<file path="src/rtl/gpio_pair_pkg.sv">
package gpio_pair_pkg;

    localparam int REG_W      = 32;
    localparam int NUM_PINS   = 2;
    localparam int PIN_BASE   = 16;
    localparam int PIN_STRIDE = 8;
    localparam int OFS_DAT    = 0;
    localparam int OFS_OE     = 4;
    localparam int OFS_INV    = 5;
    localparam int OFS_IEN    = 7;

    typedef struct packed {
        logic ien;
        logic inv;
        logic oe;
        logic dat;
    } pin_cfg_t;

    function automatic int pin_base(input int idx);
        return PIN_BASE + idx * PIN_STRIDE;
    endfunction

    function automatic logic [REG_W-1:0] live_mask();
        logic [REG_W-1:0] m;
        m = '0;
        for (int i = 0; i < NUM_PINS; i++) begin
            m[pin_base(i) + OFS_DAT] = 1'b1;
            m[pin_base(i) + OFS_OE]  = 1'b1;
            m[pin_base(i) + OFS_INV] = 1'b1;
            m[pin_base(i) + OFS_IEN] = 1'b1;
        end
        return m;
    endfunction

endpackage

</file>
<file path="src/rtl/gpio_in_sync.sv">
module gpio_in_sync #(
    parameter int STAGES = 2
) (
    input  logic clk,
    input  logic rst_n,
    input  logic pin_i,
    input  logic ien_i,
    output logic lvl_o,
    output logic evt_o
);

    typedef struct packed {
        logic [STAGES-1:0] chain;
        logic              prev;
        logic              evt;
    } sync_st_t;

    sync_st_t st_d, st_q;

    always_comb begin
        st_d       = st_q;
        st_d.chain = {st_q.chain[STAGES-2:0], pin_i};
        st_d.prev  = st_q.chain[STAGES-1];
        st_d.evt   = (st_q.chain[STAGES-1] ^ st_q.prev) & ien_i;
    end

    always_ff @(posedge clk or negedge rst_n) begin
        if (!rst_n) st_q <= '0;
        else        st_q <= st_d;
    end

    assign lvl_o = st_q.chain[STAGES-1];
    assign evt_o = st_q.evt;

    AST_EVT_NEEDS_ENABLE: assert property (@(posedge clk) disable iff (!rst_n)
        evt_o |-> $past(ien_i));

endmodule

</file>
<file path="src/rtl/gpio_cfg_regs.sv">
module gpio_cfg_regs
    import gpio_pair_pkg::*;
(
    input  logic                          clk,
    input  logic                          rst_n,
    input  logic                          wr_i,
    input  logic [REG_W-1:0]              wdata_i,
    output pin_cfg_t [NUM_PINS-1:0]       cfg_o
);

    pin_cfg_t [NUM_PINS-1:0] cfg_d, cfg_q;

    always_comb begin
        cfg_d = cfg_q;
        if (wr_i) begin
            for (int i = 0; i < NUM_PINS; i++) begin
                cfg_d[i].dat = wdata_i[pin_base(i) + OFS_DAT];
                cfg_d[i].oe  = wdata_i[pin_base(i) + OFS_OE];
                cfg_d[i].inv = wdata_i[pin_base(i) + OFS_INV];
                cfg_d[i].ien = wdata_i[pin_base(i) + OFS_IEN];
            end
        end
    end

    always_ff @(posedge clk or negedge rst_n) begin
        if (!rst_n) cfg_q <= '0;
        else        cfg_q <= cfg_d;
    end

    assign cfg_o = cfg_q;

    AST_CFG_HOLD: assert property (@(posedge clk) disable iff (!rst_n)
        !wr_i |=> $stable(cfg_q));

endmodule

</file>
<file path="src/rtl/gpio_pair_ctl.sv">
module gpio_pair_ctl
    import gpio_pair_pkg::*;
#(
    parameter int               ADDR_W   = 6,
    parameter logic [ADDR_W-1:0] REG_WORD = 6'h3F,
    parameter int               STAGES   = 2
) (
    input  logic                 clk,
    input  logic                 rst_n,
    input  logic [ADDR_W-1:0]    reg_sel,
    input  logic                 reg_wr,
    input  logic [REG_W-1:0]     reg_wdata,
    output logic [REG_W-1:0]     reg_rdata,
    input  logic [NUM_PINS-1:0]  pin_in,
    output logic [NUM_PINS-1:0]  pin_out,
    output logic [NUM_PINS-1:0]  pin_oe,
    output logic [NUM_PINS-1:0]  pin_evt
);

    localparam logic [REG_W-1:0] LIVE = live_mask();

    logic                    hit;
    pin_cfg_t [NUM_PINS-1:0] cfg;
    logic [NUM_PINS-1:0]     lvl;
    logic [NUM_PINS-1:0]     ien_vec;

    assign hit = (reg_sel == REG_WORD);

    gpio_cfg_regs u_regs (
        .clk     (clk),
        .rst_n   (rst_n),
        .wr_i    (reg_wr & hit),
        .wdata_i (reg_wdata),
        .cfg_o   (cfg)
    );

    for (genvar g = 0; g < NUM_PINS; g++) begin : g_pin
        assign ien_vec[g] = cfg[g].ien;
        assign pin_out[g] = cfg[g].dat ^ cfg[g].inv;
        assign pin_oe[g]  = cfg[g].oe;

        gpio_in_sync #(.STAGES(STAGES)) u_sync (
            .clk   (clk),
            .rst_n (rst_n),
            .pin_i (pin_in[g]),
            .ien_i (ien_vec[g]),
            .lvl_o (lvl[g]),
            .evt_o (pin_evt[g])
        );

        AST_OE_FOLLOWS_WRITE: assert property (@(posedge clk) disable iff (!rst_n)
            (reg_wr && hit) |=> pin_oe[g] == $past(reg_wdata[pin_base(g) + OFS_OE]));
    end

    always_comb begin
        reg_rdata = '0;
        if (hit) begin
            for (int i = 0; i < NUM_PINS; i++) begin
                reg_rdata[pin_base(i) + OFS_DAT] = lvl[i] ^ cfg[i].inv;
                reg_rdata[pin_base(i) + OFS_OE]  = cfg[i].oe;
                reg_rdata[pin_base(i) + OFS_INV] = cfg[i].inv;
                reg_rdata[pin_base(i) + OFS_IEN] = cfg[i].ien;
            end
        end
    end

    AST_RSVD_READ_ZERO: assert property (@(posedge clk) disable iff (!rst_n)
        (reg_rdata & ~LIVE) == '0);

    AST_MISS_READ_ZERO: assert property (@(posedge clk) disable iff (!rst_n)
        !hit |-> reg_rdata == '0);

endmodule

</file>
<file path="config.mk">
export PLATFORM = sky130hd
export DESIGN_NAME = gpio_pair_ctl
export DESIGN_NICKNAME = d
export VERILOG_FILES = /design/src/rtl/gpio_pair_pkg.sv /design/src/rtl/gpio_in_sync.sv /design/src/rtl/gpio_cfg_regs.sv /design/src/rtl/gpio_pair_ctl.sv
export SDC_FILE = /design/constraint.sdc
export NUM_CORES = 1
export LEC_CHECK = 0
export BUFFER_PORTS_ARGS = -buffer_cell sky130_fd_sc_hd__buf_4
export CAP_MARGIN = 20
export CORE_MARGIN = 4
export CORE_UTILIZATION = 39
export CTS_CLUSTER_DIAMETER = 100
export DETAILED_ROUTE_END_ITERATION = 8
export GPL_ROUTABILITY_DRIVEN = 0
export PLACE_DENSITY = 0.84
export RECOVER_POWER = 50
export SLEW_MARGIN = 20
export SYNTH_ARGS = -nofsm -noshare
export SYNTH_HDL_FRONTEND = slang
export SYNTH_HIERARCHICAL = 1
export SYNTH_SLANG_ARGS = --single-unit
</file>
<file path="constraint.sdc">
create_clock -name clk -period 1.6 [get_ports clk]
set_clock_uncertainty 0.05 [all_clocks]
set_input_delay 0.16 -clock clk [delete_from_list [all_inputs] [get_ports clk]]
set_output_delay 0.16 -clock clk [all_outputs]
set_load 0.02 [all_outputs]
</file>
==> results_dict.tcl <==
set metrics [dict create \
    status "completed" \
    setup_violations 0 \
    nets 158 \
    initial_core_util_pct 40.49 \
    cts_made_buffers 3 \
    synth_cell_types 14 \
    start_kind "register" \
    seq_area_frac_synth_pct 45.13 \
    cts_sinks 16 \
    firstDrtPassIters 4 \
    powerDensity_nw_per_um2 882.1 \
    hold_viol_final 0 \
    avgSynthCellArea_um2 11.37 \
    r2r_slack_ps 710 \
    htreeDepth 1 \
    period_minus_slack_ps 1405 \
    period_share_pct 87.83 \
    stdcell_area_um2 1117 \
    hold_class "input port to register" \
    whs_endpoint "u_regs/cfg_o[0]" \
    ioPinCount 81 \
    dieArea_um2 3101 \
    finalSetupTns_ps 0 \
    fmax_mhz 711.6 \
    whs_ps 38.21 \
    drt_iter0_drc 6 \
    worst_setup_path_end_kind "output pin" \
    num_vias 586 \
    netlist_area_um2 887.1 \
    crit_required_ps 1390 \
    grt_pass1_vias 603 \
    clk_latency_ps 290 \
    rsz0062_at_grt "no" \
    grt_usage_pct 10.60 \
    via_per_inst 4.127 \
    antenna_cells 0 \
    clkPwrFrac_pct 26.8 \
    crit_fanout 4 \
    intPower_mw 0.6962 \
    ctsRootBufferMaster "clkbuf_4" \
    clk_pin_slew_ps 90 \
    post_cts_buffers 0 \
    area_growth_pct 25.95 \
    port_buffers 32 \
    wl_per_cell_um 11.05 \
    dp_cells 135 \
    rr_startpoint "u_regs/cfg_o[6]" \
    placed_area_um2 1055 \
    synth_seq_cells 16 \
    cts_buffer_depth 2 \
    whs_path_depth 2 \
    p_leak_nw 0.5755 \
    worst_r2r_endpoint "u_regs/cfg_o[6]" \
    coreArea_um2 2191 \
    swShare_pct 29.36 \
    seq_power_share_pct 48.1 \
    slew_headroom_pct 47.04 \
    fin_util_pct 51.00 \
    reg2reg_depth 1 \
    fin_ws_ps 194.7 \
    drv_cap 0 \
    combPwrFrac_pct 25.1 \
    die_y_um 55.69 \
    antenna_left 0 \
    synth.largest_area_cell "dfrtp_1" \
    worstHoldStart "reg_wdata[16]" \
    synth_top_cell_area_share_pct 45.13 \
    antenna_found_initial 0 \
    cts-resized-gates 0 \
    grt_max_degree 17 \
    cp.arrival_ps 1200 \
    syn_inst 78 \
    core.rowCount 17 \
    dieWidth_um 55.69 \
    ys_warn_count 6 \
    wl_mm 1.569 \
    place_hpwl_mm 1.235 \
    worstMarginPinSlew_ps 794.3 \
    fin_cells 142 \
    synth.area.top_cells "dfrtp_1 45%, buf_4 20%, mux2_4 14%" \
    drc 0 \
    peakVddDrop_mv 0.5438 \
    layout-drive-gt1-share_pct 39.47 \
    power_mw 0.9856 \
    finalMaxSlewViolations 0 \
    preCtsSetupSlack_ps 330.3 \
    cts_tree "built" \
    grt_pass1_wl_mm 2.546 \
    crit_type "register to output pin" \
    overflow 0 \
    p_switching_mw 0.2894 \
]
==> flip-flops by register name, indices dropped and copies added, names as in the netlist <==
name	count
g_pin.u_sync/lvl_o	2
u_regs/cfg_o	8
g_pin.u_sync/st_d	2
g_pin.u_sync/st_q	2
g_pin.u_sync/evt_o	2
==> cell families after synthesis <==
family        synth area share (%)
mux                          13.54
simple gates                 12.27
buf+inv                      22.71
flops                        45.13
xor+xnor                     5.924
other cells                 0.4227
==> area by class of cell <==
type	instances	area [um2]
clock buffer	4	36.28
fill	196	1074
multi-input combinational	58	371.6
sequential	16	400.4
tap	28	35.03
timing repair buffer	36	274.0
==> power groups by stage <==
stage | clock network, mW | registers [mW] | logic (mW)
6_report | 0.264 | 0.474 | 0.247
5_1_grt | 0.288 | 0.480 | 0.266
4_1_cts | 0.273 | 0.475 | 0.249
3_5_place_dp | 0 | 0.483 | 0.243
3_3_place_gp | 0 | 0.480 | 0.240
2_1_floorplan | 0 | 0.488 | 0.186
==> timing repair <==
action / 4_1_cts / 5_1_grt
hold buffers: 3 / 0
setup endpoints to repair: 0 / 0
hold endpoints to repair: 18 / 0
==> metal layers <==
metal | GRT usage [%] | part of all wire [%] | vias to the layer above
met4 | 5.903 | 1.8 | 0
met5 | 0 | 0 | -
met1 | 10.60 | 34 | 270
li1 | - | - | 273
met2 | 18.07 | 49 | 38
met3 | 4.872 | 15 | 5
==> synth_stat cells, drive strengths merged <==
cell,n
nor3,2
and2,2
xnor2,2
dfrtp,16
nor2,7
conb,1
xor2,4
nand2,1
buf,27
nand3,7
nand4,1
mux2,8
==> critical path: stages (launching register included) <==
cell	delay (ps)
dfrtp_1	440
xnor2_1	150
nor3_1	140
buf_4	170
==> layout by cell type (no fill, tap or decap), types with 3 or more instances in the layout <==
cell type,instances
buf_4,30
conb_1,24
dlygate4sd3_1,3
clkbuf_4,5
nand3_1,7
nor2_1,7
xor2_1,4
dfrtp_1,16
mux2_4,8
==> worst max path at each step <==
| stage | startpoint | end | slack, ps | depth (start not counted) |
|---|---|---|---|---|
| floorplan | u_regs/cfg_o[2] | reg_rdata[16] | 400 | 2 |
| global placement | reg_sel[4] | u_regs/cfg_o[7] | 370 | 5 |
| detailed placement | reg_sel[4] | u_regs/cfg_o[6] | 330 | 5 |
| CTS | u_regs/cfg_o[2] | reg_rdata[16] | 170 | 3 |
| global route | u_regs/cfg_o[6] | reg_rdata[24] | 60 | 3 |
| finish | u_regs/cfg_o[6] | reg_rdata[24] | 190 | 3 |
Power figures use the tool's default switching activity.
